<file path="src/rtl/hci_irq_pkg.sv">
package hci_irq_pkg;
    localparam int EVT_W  = 7;
    localparam int ADDR_W = 5;

    localparam logic [ADDR_W-1:0] ADR_STAT = 5'h00;
    localparam logic [ADDR_W-1:0] ADR_ENA  = 5'h04;
    localparam logic [ADDR_W-1:0] ADR_DIS  = 5'h08;
    localparam logic [ADDR_W-1:0] ADR_CTRL = 5'h0C;
    localparam logic [ADDR_W-1:0] ADR_CMD  = 5'h10;

    localparam int OWN_REQ_BIT = 3;  // in command byte 0
    localparam int ROUTE_BIT   = 0;  // in control byte 1
    localparam int HI_OWN_BIT  = 6;  // bit 30 within byte 3
    localparam int HI_MST_BIT  = 7;  // bit 31 within byte 3

    typedef struct packed {
        logic             own;
        logic [EVT_W-1:0] ev;
    } stat_t;

    typedef struct packed {
        logic             master;
        logic             own;
        logic [EVT_W-1:0] ev;
    } ena_t;

    function automatic logic [31:0] stat_word(stat_t s);
        logic [31:0] w;
        w = '0;
        w[EVT_W-1:0] = s.ev;
        w[30] = s.own;
        return w;
    endfunction

    function automatic logic [31:0] ena_word(ena_t e);
        logic [31:0] w;
        w = '0;
        w[EVT_W-1:0] = e.ev;
        w[30] = e.own;
        w[31] = e.master;
        return w;
    endfunction
endpackage

</file>
<file path="src/rtl/hci_irq_regs.sv">
module hci_irq_regs
    import hci_irq_pkg::*;
(
    input  logic              clk,
    input  logic              rst,
    input  logic              wr,
    input  logic [ADDR_W-1:0] addr,
    input  logic [7:0]        wdata,
    input  logic [EVT_W-1:0]  evt,
    output stat_t             st_q,
    output ena_t              en_q,
    output logic              route_q,
    output logic              own_smi
);
    ena_t  dis_q;
    stat_t st_n;
    ena_t  en_n, dis_n;
    logic  route_n;
    logic  own_req;

    assign own_req = wr && (addr == ADR_CMD) && wdata[OWN_REQ_BIT];
    assign own_smi = own_req && en_q.master && en_q.own;

    always_comb begin
        st_n    = st_q;
        en_n    = en_q;
        dis_n   = dis_q;
        route_n = route_q;
        if (wr) begin
            unique case (addr)
                ADR_STAT:      st_n.ev  = st_q.ev & ~wdata[EVT_W-1:0];
                ADR_STAT + 3:  st_n.own = st_q.own & ~wdata[HI_OWN_BIT];
                ADR_ENA: begin
                    en_n.ev  = wdata[EVT_W-1:0];
                    dis_n.ev = dis_q.ev & ~wdata[EVT_W-1:0];
                end
                ADR_ENA + 3: begin
                    en_n.own     = wdata[HI_OWN_BIT];
                    en_n.master  = wdata[HI_MST_BIT];
                    dis_n.own    = dis_q.own & ~wdata[HI_OWN_BIT];
                    dis_n.master = dis_q.master & ~wdata[HI_MST_BIT];
                end
                ADR_DIS: begin
                    dis_n.ev = wdata[EVT_W-1:0];
                    en_n.ev  = en_q.ev & ~wdata[EVT_W-1:0];
                end
                ADR_DIS + 3: begin
                    dis_n.own    = wdata[HI_OWN_BIT];
                    dis_n.master = wdata[HI_MST_BIT];
                    en_n.own     = en_q.own & ~wdata[HI_OWN_BIT];
                    en_n.master  = en_q.master & ~wdata[HI_MST_BIT];
                end
                ADR_CTRL + 1:  route_n = wdata[ROUTE_BIT];
                ADR_CMD:       if (wdata[OWN_REQ_BIT]) st_n.own = 1'b1;
                default: ;
            endcase
        end
        // events are applied after writes so they win over a same-cycle clear
        if (en_q.master)
            st_n.ev = st_n.ev | (evt & en_q.ev);
    end

    always_ff @(posedge clk) begin
        if (rst) begin
            st_q    <= '0;
            en_q    <= '0;
            dis_q   <= '0;
            route_q <= 1'b0;
        end else begin
            st_q    <= st_n;
            en_q    <= en_n;
            dis_q   <= dis_n;
            route_q <= route_n;
        end
    end

    logic [8:0] en_bits, dis_bits;
    assign en_bits  = en_q;
    assign dis_bits = dis_q;

    // a bit is never pending in both the enable and the disable register
    a_r3_disjoint: assert property (@(posedge clk) disable iff (rst)
        ((en_bits & dis_bits) == 9'd0));
    // without the master enable an idle status bit stays idle
    a_r5_master_gate: assert property (@(posedge clk) disable iff (rst)
        (!en_q.master && !st_q.ev[0]) |=> !st_q.ev[0]);
    // an enabled event always lands, whatever write comes with it
    a_r6_event_wins: assert property (@(posedge clk) disable iff (rst)
        (evt[0] && en_q.ev[0] && en_q.master) |=> st_q.ev[0]);
    // ownership request latches status bit 30
    a_r9_own_status: assert property (@(posedge clk) disable iff (rst)
        own_req |=> st_q.own);
endmodule

</file>
<file path="src/rtl/hci_irq_route.sv">
module hci_irq_route
    import hci_irq_pkg::*;
(
    input  logic  clk,
    input  logic  rst,
    input  stat_t st_q,
    input  ena_t  en_q,
    input  logic  route_q,
    input  logic  own_smi,
    output logic  irq_o,
    output logic  smi_o
);
    logic level, lvl_q;
    logic [EVT_W:0] en_src;

    assign en_src = {en_q.own, en_q.ev};
    assign level  = |(st_q & en_src);

    always_ff @(posedge clk) begin
        if (rst) begin
            lvl_q <= 1'b0;
            irq_o <= 1'b0;
            smi_o <= 1'b0;
        end else begin
            lvl_q <= level;
            smi_o <= own_smi || (route_q && level && !lvl_q);
            if ((level != lvl_q) && !route_q)
                irq_o <= level;
        end
    end

    // normal routing follows a level change one cycle later
    a_r7_follow: assert property (@(posedge clk) disable iff (rst)
        ((level != lvl_q) && !route_q) |=> (irq_o == $past(level)));
    // no level change, no change on irq_o
    a_r10_hold: assert property (@(posedge clk) disable iff (rst)
        (level == lvl_q) |=> $stable(irq_o));
    // management routing pulses and leaves irq_o alone
    a_r8_smi_pulse: assert property (@(posedge clk) disable iff (rst)
        (route_q && level && !lvl_q) |=> smi_o);
    a_r8_irq_kept: assert property (@(posedge clk) disable iff (rst)
        (route_q && (level != lvl_q)) |=> $stable(irq_o));
endmodule

</file>
<file path="src/rtl/hci_irq_rdmux.sv">
module hci_irq_rdmux
    import hci_irq_pkg::*;
(
    input  logic [ADDR_W-1:0] addr,
    input  stat_t             st_q,
    input  ena_t              en_q,
    input  logic              route_q,
    output logic [7:0]        rdata
);
    logic [31:0] word;

    always_comb begin
        word = '0;
        unique case (addr[ADDR_W-1:2])
            ADR_STAT[ADDR_W-1:2]: word = stat_word(st_q);
            ADR_ENA[ADDR_W-1:2],
            ADR_DIS[ADDR_W-1:2]:  word = ena_word(en_q);
            ADR_CTRL[ADDR_W-1:2]: word[8 + ROUTE_BIT] = route_q;
            default:              word = '0;
        endcase
        rdata = word[8*addr[1:0] +: 8];
    end
endmodule

</file>
<file path="src/rtl/hci_irq_ctrl.sv">
module hci_irq_ctrl
    import hci_irq_pkg::*;
(
    input  logic              clk,
    input  logic              rst,
    input  logic              reg_wr,
    input  logic [ADDR_W-1:0] reg_addr,
    input  logic [7:0]        reg_wdata,
    output logic [7:0]        reg_rdata,
    input  logic [EVT_W-1:0]  evt_i,
    output logic              irq_o,
    output logic              smi_o
);
    stat_t st_q;
    ena_t  en_q;
    logic  route_q;
    logic  own_smi;

    hci_irq_regs u_regs (
        .clk(clk), .rst(rst), .wr(reg_wr), .addr(reg_addr), .wdata(reg_wdata),
        .evt(evt_i), .st_q(st_q), .en_q(en_q), .route_q(route_q), .own_smi(own_smi)
    );

    hci_irq_route u_route (
        .clk(clk), .rst(rst), .st_q(st_q), .en_q(en_q), .route_q(route_q),
        .own_smi(own_smi), .irq_o(irq_o), .smi_o(smi_o)
    );

    hci_irq_rdmux u_rdmux (
        .addr(reg_addr), .st_q(st_q), .en_q(en_q), .route_q(route_q), .rdata(reg_rdata)
    );
endmodule

</file>
<file path="config.mk">
export PLATFORM = sky130hd
export DESIGN_NAME = hci_irq_ctrl
export DESIGN_NICKNAME = d
export VERILOG_FILES = /design/src/rtl/hci_irq_pkg.sv /design/src/rtl/hci_irq_regs.sv /design/src/rtl/hci_irq_route.sv /design/src/rtl/hci_irq_rdmux.sv /design/src/rtl/hci_irq_ctrl.sv
export SDC_FILE = /design/constraint.sdc
export NUM_CORES = 1
export LEC_CHECK = 0
export ABC_CLOCK_PERIOD_IN_PS = 1900
export BUFFER_PORTS_ARGS = -buffer_cell sky130_fd_sc_hd__buf_2
export CORE_MARGIN = 2
export CORE_UTILIZATION = 52
export CTS_BUF_LIST = sky130_fd_sc_hd__clkbuf_2 sky130_fd_sc_hd__clkbuf_4 sky130_fd_sc_hd__clkbuf_8
export DETAILED_ROUTE_END_ITERATION = 12
export GPL_TIMING_DRIVEN = 0
export PLACE_DENSITY_LB_ADDON = 0.15
export SYNTH_ARGS = -nofsm -noshare
export SYNTH_HDL_FRONTEND = slang
export SYNTH_SLANG_ARGS = --single-unit
export TNS_END_PERCENT = 100
</file>
<file path="constraint.sdc">
create_clock -name clk -period 1.9 [get_ports clk]
set_input_delay 0.38 -clock clk [delete_from_list [all_inputs] [get_ports clk]]
set_output_delay 0.38 -clock clk [all_outputs]
set_load 0.03 [all_outputs]
</file>
Word-level counts from Yosys, hierarchy flattened:

Index checks and enable logic that the tools add are counted.

* bits in registers: 21
* input bits: 23
* output and inout bits: 10
* logic and storage cells: 64

* equality and inequality tests: 12
* shift operators: 1
* multiplexer cells: 10
* bitwise logic cells: 11
* reductions and logical operators: 21

Operators with widths (number)
* one-hot mux 23 bit (2 select lines): 1
* indexed part select 32 x 6 -> 8 bit: 1
* one-hot mux 7 bit (2 select lines): 2
* AND 7 bit: 3
* two-way mux 7 bit: 3
* == test 5 x 4 -> 1 bit, second input constant: 3
* == test 5 x 3 -> 1 bit, second input constant: 2
* AND 8 bit: 1
* OR reduction 8 bit: 1
* logical AND 1 bit: 7
* inverter 7 bit: 1
* OR 7 bit: 1
* == test 3 x 2 -> 1 bit, second input constant: 2
* AND reduction 2 bit: 3
* nonzero test 2 bit: 3
* == test 5 x 2 -> 1 bit, second input constant: 1
* == test 5 bit, second input constant: 1
* logical NOT 5 bit: 1
* one-hot mux 2 bit (2 select lines): 1
* AND 1 bit: 3
* == test 3 x 1 -> 1 bit, second input constant: 1
* logical NOT 3 bit: 1
* AND reduction 3 bit: 1
* logical NOT 1 bit: 2
* 7 further kinds: 9

Depth between registers and ports, before layout:

Gate-level depths: netlist (run 1).

* word-level depth: 6
* mapped depth: 5
* depth with buffers taken out: 4

Cells and area by module:

Synthesis (run 1) repeated with hierarchy kept, for this count alone.

* cells, all modules: 172
* area total of the unflattened synthesis: 1463.9 um^2

By module, submodules not included
* hci_irq_regs: instances 1, cells an instance 116, area an instance 997.2 um^2, sequential area each 360.3 um^2
* hci_irq_rdmux: instances 1, cells an instance 37, area an instance 270.3 um^2, sequential area each 0.0 um^2
* hci_irq_route: instances 1, cells an instance 19, area an instance 196.4 um^2, sequential area each 60.1 um^2

Worst setup path after synthesis (run 1):

No wires, ideal clock.

* path kind: input-to-output
* start point: input reg_addr[2]
* end point: output reg_rdata[0]
* data arrival time: 1.845 ns
* required time: 1.520 ns
* slack: -0.325 ns
* stages on the path: 5
* buffers on the path: 1
* path through: buf_2 -> xnor2_1 -> nor2_1 -> a22oi_1 -> o21ai_0

* cells in the longest elaborated chain, start to end: 4
* elaborated cells between the ends (all ways): 8
* those cells by class: eq/ne: 3; shift: 1; mux: 2; reduce/logical: 2

Ends and longest elaborated chain
* start: declaration: RTL line hci_irq_ctrl.sv:7 `input logic [ADDR_W-1:0] reg_addr,`
* == test 3 x 1 -> 1 bit or == test 3 x 2 -> 1 bit (tied branches): RTL line hci_irq_rdmux.sv:14 `unique case (addr[ADDR_W-1:2])`
* OR reduction 2 bit: RTL line hci_irq_rdmux.sv:14
* one-hot mux 7 bit (2 select lines): RTL line hci_irq_rdmux.sv:14
* indexed part select 32 x 6 -> 8 bit (*): RTL line hci_irq_rdmux.sv:21 `rdata = word[8*addr[1:0] +: 8];`
* end: declaration: RTL line hci_irq_ctrl.sv:9 `output logic [7:0] reg_rdata,`

Mark *: on every way between the ends. The rest lies on a longest branch, timed or not.

Worst setup path after layout (run 1):

Ends and elaborated chain as after synthesis.

==> metrics.yaml, run 1 <==
timing:
  maxSlewViolCount: 0
  max_freq_mhz: 553
  skew_ns: 0.00224
  hold_ws_ns: 0.303
  worst_pin_slew_ns: 0.592
  maxSlewHeadroom_pct: 60.5
  finalCriticalPeriod_ns: 1.81
  rsz0062_at_grt: "no"
  finalHoldViolCount: 0
  fin_crit_sh_pct: 95.1
  worst_slack_ns: 0.0923
  fin_tns_setup_ns: 0
  setup_viol: 0
setup_path:
  arrival_ns: 1.43
  r2r_cells: 3
  rrSetupSlack_ns: 0.70
  crit_fanout: 8
  crit_end: "reg_rdata[0]"
  r2r-end: "u_regs.en_q[8]"
  start_kind: "input pin"
  rr_startpoint: "u_regs.en_q[8]"
  startpoint: "reg_addr[2]"
  setup.worst_path.end_class: "output pin"
  criticalPathCategory: "in2out"
  worstPathRequired_ns: 1.52
placed_design:
  place_ws_ns: -0.209
  io_buffers: 30
  dp_cells: 191
  hpwl_um: 2010
  placed_area_um2: 1290
  gp_congestion: 0.863
synth:
  synth_cell_types: 28
  avgSynthCellArea_um2: 8.15
  ys_warn_count: 0
  synth_area_um2: 1090
  yosysSeqAreaShare_pct: 38.5
  synth_nets: 157
  netlist_instances: 134
  ys_ff_latch: 21
pwr:
  clkPwrFrac_pct: 28.1
  p_per_area_nw_per_um2: 557
  cellLeakagePower_nw: 0.529
  p_switching_uw: 205
  p_int_uw: 561
  seqPwrFrac_pct: 58.0
  power.share.switching_pct: 26.8
  p_comb_share_pct: 13.8
  ir_drop_mv: 0.367
hold_path:
  hold_path_class: "in2reg"
grt:
  grt_antenna_before_repair: 0
  grtUsageTotal_pct: 24.8
  grt_pass1_wl_um: 4670
  grt_max_degree: 13
  grt_pass1_vias: 1035
  grt-ovfl-total: 0
route:
  vias: 1178
  route.detailed.drc: 0
  via_per_inst: 6.04
  wirelength_um: 2850
  drt_iter0_drc: 40
  wl_per_cell_um: 14.6
  ant_nets: 0
  dr.pass1.iters: 4
floorplan:
  initial_core_util_pct: 55.7
  die_area_um2: 2480
  rows: 16
  die_y_um: 49.8
  die_width_um: 49.8
  core_area_um2: 1960
  ios: 33
cells_and_area:
  areaGrowthSynthToFinish_pct: 25.9
  layout_common_cells: "32 x buf_2, 21 x dfxtp_1, 14 x a21oi_1, 13 x nand3_1, 13 x o21ai_0"
  final_common_cell: "buf_2"
  design_area_um2: 1380
  diodes: 0
  drive_gt1_share_pct: 31.0
  fill_cells: 188
  nets: 192
  stdcell_count: 195
clock_network:
  clockRootBuffer: "clkbuf_4"
  cts_hold_buf: 0
  cts_buffer_depth: 2
  cts_buffers: 3
  insertion_delay_ns: 0.31
  path_clk_slew_ns: 0.12
  clock-sinks: 21
  h-tree-depth: 1
  cts_tree: "done"
outcome:
  status: "completed"
flow_run:
  max_cap_viol_count: 0
[per-stage QoR]
| step | power (mW) | utilization [%] |
|---|---|---|
| floorplan | 0.499 | - |
| global placement | 0.542 | 65.9 |
| detailed placement | 0.544 | 65.9 |
| CTS | 0.762 | 68.4 |
| global route | 0.805 | 70.1 |
| finish | 0.766 | 70.1 |
[flip-flops by register name, indices dropped and copies added, names as in the netlist]
register / flops
u_regs.en_q: 9
u_regs.st_q: 8
u_regs.route_q: 1
u_route.irq_o: 1
u_route.lvl_q: 1
u_route.smi_o: 1
[what timing repair did]
item,CTS,global route
setup endpoints to repair,8,5
pin swaps,0,1
setup buffers,0,1
gates resized for setup,4,2
[layer usage]
metal / track usage (%) / vias to the layer above / share of wire, %
met2: 40.2 / 54 / 49
met1: 33.4 / 554 / 43
met3: 4.55 / 2 / 7.8
met5: 0 / - / 0
li1: - / 568 / -
met4: 7.41 / 0 / 0.46
[cells by family (layout without fill, tap and decap cells)]
logic type             count (synthesis)  count (layout)  synth area share, %
AO/OA/AOI/OAI                         51              51                 30.9
AND/OR/NAND/NOR                       47              47                 24.2
flip-flops                            21              21                 38.5
buffers and inverters                 13              47                 4.70
XOR/XNOR                               1               1                0.802
multiplexers                           1               1                0.916
[cell usage after synthesis]
library cell	instances	share of area, %
and3_1	2	1.1
nor2_1	12	4.1
a21o_1	1	0.69
nor3_2	1	0.92
a32o_1	7	6.4
nand3_1	13	6.0
nor4bb_1	2	1.8
nand2_1	10	3.4
buf_2	2	0.92
or3b_4	1	1.0
mux2i_1	1	0.92
and2_1	1	0.57
nor4_4	1	1.9
a21oi_1	14	6.4
xnor2_1	1	0.80
inv_1	8	2.7
nand4_1	1	0.57
a21bo_2	1	0.92
clkbuf_1	2	0.69
a22o_1	3	2.4
dfxtp_1	21	38
buf_1	1	0.34
nor3_4	1	1.5
o21ai_0	14	6.4
a22oi_1	10	6.9
a311oi_1	1	0.80
or2_2	1	0.57
nor2b_1	1	0.57
[power groups by stage]
| stage | sequential [mW] | combinational, mW | clock (mW) |
|---|---|---|---|
| global placement | 0.454 | 0.0883 | 0 |
| CTS | 0.444 | 0.0968 | 0.221 |
| finish | 0.445 | 0.106 | 0.216 |
| floorplan | 0.453 | 0.0454 | 0 |
| global route | 0.445 | 0.116 | 0.244 |
| detailed placement | 0.454 | 0.0904 | 0 |
[critical path, cell delays in order]
cell and delay, ns:
buf_2 0.24, nor4bb_2 0.38, nand3_1 0.15, o21ai_2 0.07, buf_2 0.20
[final cells by class]
| type | count | area, um^2 | share of cell area (%) |
|---|---|---|---|
| multi-input combinational | 100 | 676 | 49.1 |
| sequential | 21 | 420 | 30.6 |
| timing repair buffer | 31 | 170 | 12.4 |
| tap | 27 | 33.8 | 2.46 |
| inverter | 8 | 30.0 | 2.18 |
| clock buffer | 3 | 22.5 | 1.64 |
| buffer | 4 | 17.5 | 1.27 |
| clock inverter | 1 | 5.00 | 0.364 |
[worst min path at each step]
stage                             start        endpoint  slack [ns]  depth (start not counted)
after CTS                  reg_wdata[5]  u_regs.en_q[5]        0.30                          2
after global placement    u_route.irq_o   u_route.irq_o        0.47                          2
after floorplan                     rst  u_regs.st_q[0]        0.45                          1
after detailed placement  u_route.irq_o   u_route.irq_o        0.48                          2
after global routing       reg_wdata[2]  u_regs.en_q[2]        0.30                          2
final                      reg_wdata[2]  u_regs.en_q[2]        0.30                          2
No activity file was read; power rests on OpenSTA's default activity.
==> run 2: changes to the inputs <==
--- a/config.mk
+++ b/config.mk
@@ -7,13 +7,15 @@
 export LEC_CHECK = 0
 export ABC_CLOCK_PERIOD_IN_PS = 1900
 export BUFFER_PORTS_ARGS = -buffer_cell sky130_fd_sc_hd__buf_2
+export CORE_ASPECT_RATIO = 1.4
 export CORE_MARGIN = 2
-export CORE_UTILIZATION = 52
+export CORE_UTILIZATION = 56
 export CTS_BUF_LIST = sky130_fd_sc_hd__clkbuf_2 sky130_fd_sc_hd__clkbuf_4 sky130_fd_sc_hd__clkbuf_8
 export DETAILED_ROUTE_END_ITERATION = 12
 export GPL_TIMING_DRIVEN = 0
 export PLACE_DENSITY_LB_ADDON = 0.15
 export SYNTH_ARGS = -nofsm -noshare
 export SYNTH_HDL_FRONTEND = slang
+export SYNTH_HIERARCHICAL = 1
 export SYNTH_SLANG_ARGS = --single-unit
 export TNS_END_PERCENT = 100
==> run 2 against run 1 <==
Sequential share of layout area shrank 6.2 points. Critical path depth is the same. Worst setup slack lost 0.047 ns. Core utilization grew 1.2 points. Area after synthesis grew 34%. Hold slack lost 0.024 ns. Register-to-register slack lost 0.21 ns. First-iteration DRC count grew 57%. Die area grew 23%. Clock power grew 2%. Synthesized cell count grew 28%.
==> metrics.yaml, run 2 <==
timing:
  fin_crit_sh_pct: 97.6  # +2.4 points
  finalCriticalPeriod_ns: 1.85  # +0.0465 ns
  setup_viol: 0  # unchanged
  worst_pin_slew_ns: 0.797  # +0.205 ns
  finalHoldViolCount: 0  # unchanged
  skew_ns: 0.00271  # +0.000466 ns
  max_freq_mhz: 539  # -2.5%
  hold_ws_ns: 0.279  # -0.0237 ns
  maxSlewHeadroom_pct: 46.5  # -14 points
  rsz0062_at_grt: "yes"
  maxSlewViolCount: 0  # unchanged
hold_path:
  hold_end: "u_route/irq_o"
  hold_path_class: "in2reg"
  hold_path_depth: 2  # unchanged
  hold_start: "rst"
synth:
  synth_top_cell_area_share_pct: 28.7  # -9.8 points
  ys_ff_latch: 21  # unchanged
  netlist_instances: 172  # +28%
  synth_most_common_cell: "dfxtp_1"
  synth-edff-count: 0  # unchanged
  synth_nets: 195  # +24%
  avgSynthCellArea_um2: 8.51  # +4.4%
  yosys-top-cells-area: "dfxtp_1 29%, mux2i_1 5.5%, nor3b_1 4.6%"
  synth_common_cells: "21 x dfxtp_1, 11 x nand3_1, 10 x nor2_1, 10 x o21ai_1"
  async_flop_share_pct: 0  # unchanged
  synth_area_um2: 1460  # +34%
  yosysTopAreaCell: "dfxtp_1"
  ys_warn_count: 6  # +6
  synth_cell_types: 40  # +43%
  yosysSeqAreaShare_pct: 28.7  # -9.8 points
  synth_ff_type: "dfxtp_1"
grt:
  grt_pass1_vias: 1472  # +42%
  grt_max_degree: 16  # +3
  grt-ovfl-total: 0  # unchanged
  grtUsageTotal_pct: 28.9  # +4.2 points
  grt_antenna_before_repair: 0  # unchanged
  grt_pass1_wl_um: 6610  # +42%
cells_and_area:
  diodes: 0  # unchanged
  regMostFlops: "u_regs/en_q"
  drive_gt1_share_pct: 26.6  # -4.4 points
  areaGrowthSynthToFinish_pct: 19.0
  nets: 231  # +20%
  final_common_cell: "buf_2"
  fill_cells: 217  # +15%
  utilization_pct: 71.3  # +1.2 points
  largest_reg_flops: 9  # unchanged
  layout_common_cells: "31 x buf_2, 20 x dfxtp_1, 11 x nand3_1, 10 x o21ai_1, 10 x nor2_1"
  reg_top3: "u_regs/en_q: 9 flops, u_regs/st_q: 8 flops"
floorplan:
  initial_core_util_pct: 59.9  # +4.2 points
  rows: 21  # +5
  ios: 33  # unchanged
  die_area_um2: 3040  # +23%
  die_width_um: 47.2  # -5.3%
  die_y_um: 64.5  # +29%
  core_area_um2: 2440  # +25%
route:
  ant_nets: 0  # unchanged
  via_per_inst: 6.49  # +7.4%
  vias: 1564  # +33%
  wl_per_cell_um: 16.3  # +12%
  drt_iter0_drc: 63  # +57%
  wirelength_um: 3940  # +38%
  route.detailed.drc: 0  # unchanged
  dr.pass1.iters: 4  # unchanged
clock_network:
  cts_buffer_depth: 2  # unchanged
  post_cts_buffers: 0  # unchanged
  h-tree-depth: 1  # unchanged
  cts_buffers: 3  # unchanged
  path_clk_slew_ns: 0.12  # about the same
  insertion_delay_ns: 0.30  # about the same
  clock-sinks: 21  # unchanged
  clockRootBuffer: "clkbuf_4"
  cts_tree: "done"
setup_path:
  worstPathRequired_ns: 1.52  # about the same
  worst_path_largest_cell_delay_ns: 0.39  # about the same
  r2r_cells: 3  # unchanged
  crit_top_cell: "buf_2"
  critPathTopFamily: "buffers and inverters"
  crit_fanout: 10  # +2
  setup.worst_path.end_class: "output pin"
  critPathBufInv: 3  # +1
  rrSetupSlack_ns: 0.49  # -0.21 ns
  path_cells: "buf_2, buf_2, or3b_1, o22ai_2, buf_6"
  arrival_ns: 1.47  # +0.04 ns
  criticalPathCategory: "in2out"
  start_kind: "input pin"
  rr_startpoint: "u_regs/en_q[8]"
  critical_path.slowest_cell: "or3b_1"
  r2r-end: "u_regs/st_q[1]"
placed_design:
  gp_congestion: 0.884  # +2.5%
  hpwl_um: 2940  # +46%
  io_buffers: 32  # +6.7%
outcome:
  status: "completed"
pwr:
  p_per_area_nw_per_um2: 458  # -18%
  ir_drop_mv: 0.359  # -2.0%
  cellLeakagePower_nw: 0.610  # +15%
flow_run:
  max_cap_viol_count: 0  # unchanged
[run 2: changes by cell type after synthesis, sizes merged, moves of 6 or more]
cell and delta:
mux2i +7, a31oi +9, a311oi +6, a21oi -11, a22oi -10, nor2b +6, nand4b +7, nand2 -8
a211o +7, nor3b +9, a32o -7
[run 2: area by class of cell]
cell class	count	area [um^2]	share of cell area, %
Timing Repair Buffer	32	180	10.3
Multi-Input combinational cell	130	972	55.8
Clock buffer	3	22.5	1.29
Buffer	11	61.3	3.52
Clock inverter	1	5.00	0.287
Sequential cell	21	424	24.4
Inverter	9	33.8	1.94
Tap cell	34	42.5	2.44
[run 2: logic make-up after synthesis]
logic type                Yosys count  synth area share [%]
DFF                                21                  28.7
muxes                               8                  5.47
xor gates and xnor gates            1                 0.598
AOI/OAI and AO/OA                  57                  30.4
buffers and inverters              21                  6.41
and+or+nand+nor                    64                  28.4
[run 2: what timing repair did]
action / CTS / global route
resized for setup: 11 / 6
hold endpoints to repair: 0 / 0
pin swaps: 0 / 2
hold buffers: 0 / 0
endpoints found under the setup margin: 8 / 8
[run 2: power by group]
| part | internal [mW] | switching, mW | total, mW |
|---|---|---|---|
| Sequential | 0.441 | 0.00277 | 0.443 |
| Combinational | 0.0537 | 0.0805 | 0.134 |
| Clock | 0.0784 | 0.142 | 0.220 |
| Total | 0.573 | 0.225 | 0.798 |
[run 2: worst register-to-register path, delay by kind of cell, from the launching register on]
family | cells | cell delay [ns]
compound gates | 2 | 0.42
flops | 1 | 0.51
buf+inv | 1 | 0.40
[run 2: metrics by stage]
stage | setup WS (ns) | setup TNS (ns) | instance area, um^2 | power [mW] | cells
final | 0.0458 | 0 | 1740 | 0.798 | 241
after floorplan | 0.157 | 0 | 1470 | 0.518 | 172
after global routing | -0.0350 | -0.0350 | 1740 | 0.835 | 241
after global placement | -0.0773 | -0.367 | 1670 | 0.575 | 238
after CTS | 0.00928 | 0 | 1730 | 0.799 | 242
after detailed placement | -0.119 | -0.473 | 1670 | 0.580 | 238
[run 2: worst max path at each step]
stage,cells after the start,startpoint,to
2_1_floorplan,4,reg_addr[0],reg_rdata[6]
3_3_place_gp,6,reg_addr[0],reg_rdata[6]
3_5_place_dp,6,reg_addr[0],reg_rdata[6]
4_1_cts,4,u_regs/en_q[0],reg_rdata[0]
5_1_grt,4,u_regs/en_q[0],reg_rdata[0]
6_report,5,reg_addr[2],reg_rdata[6]
[run 2: metal layers]
| metal | vias up | global-route usage, % | part of all wire [%] |
|---|---|---|---|
| met5 | - | 0 | 0 |
| met4 | 0 | 6.94 | 0.51 |
| met3 | 2 | 3.90 | 5.4 |
| met2 | 66 | 49.3 | 52 |
| met1 | 753 | 37.1 | 42 |
| li1 | 743 | - | - |
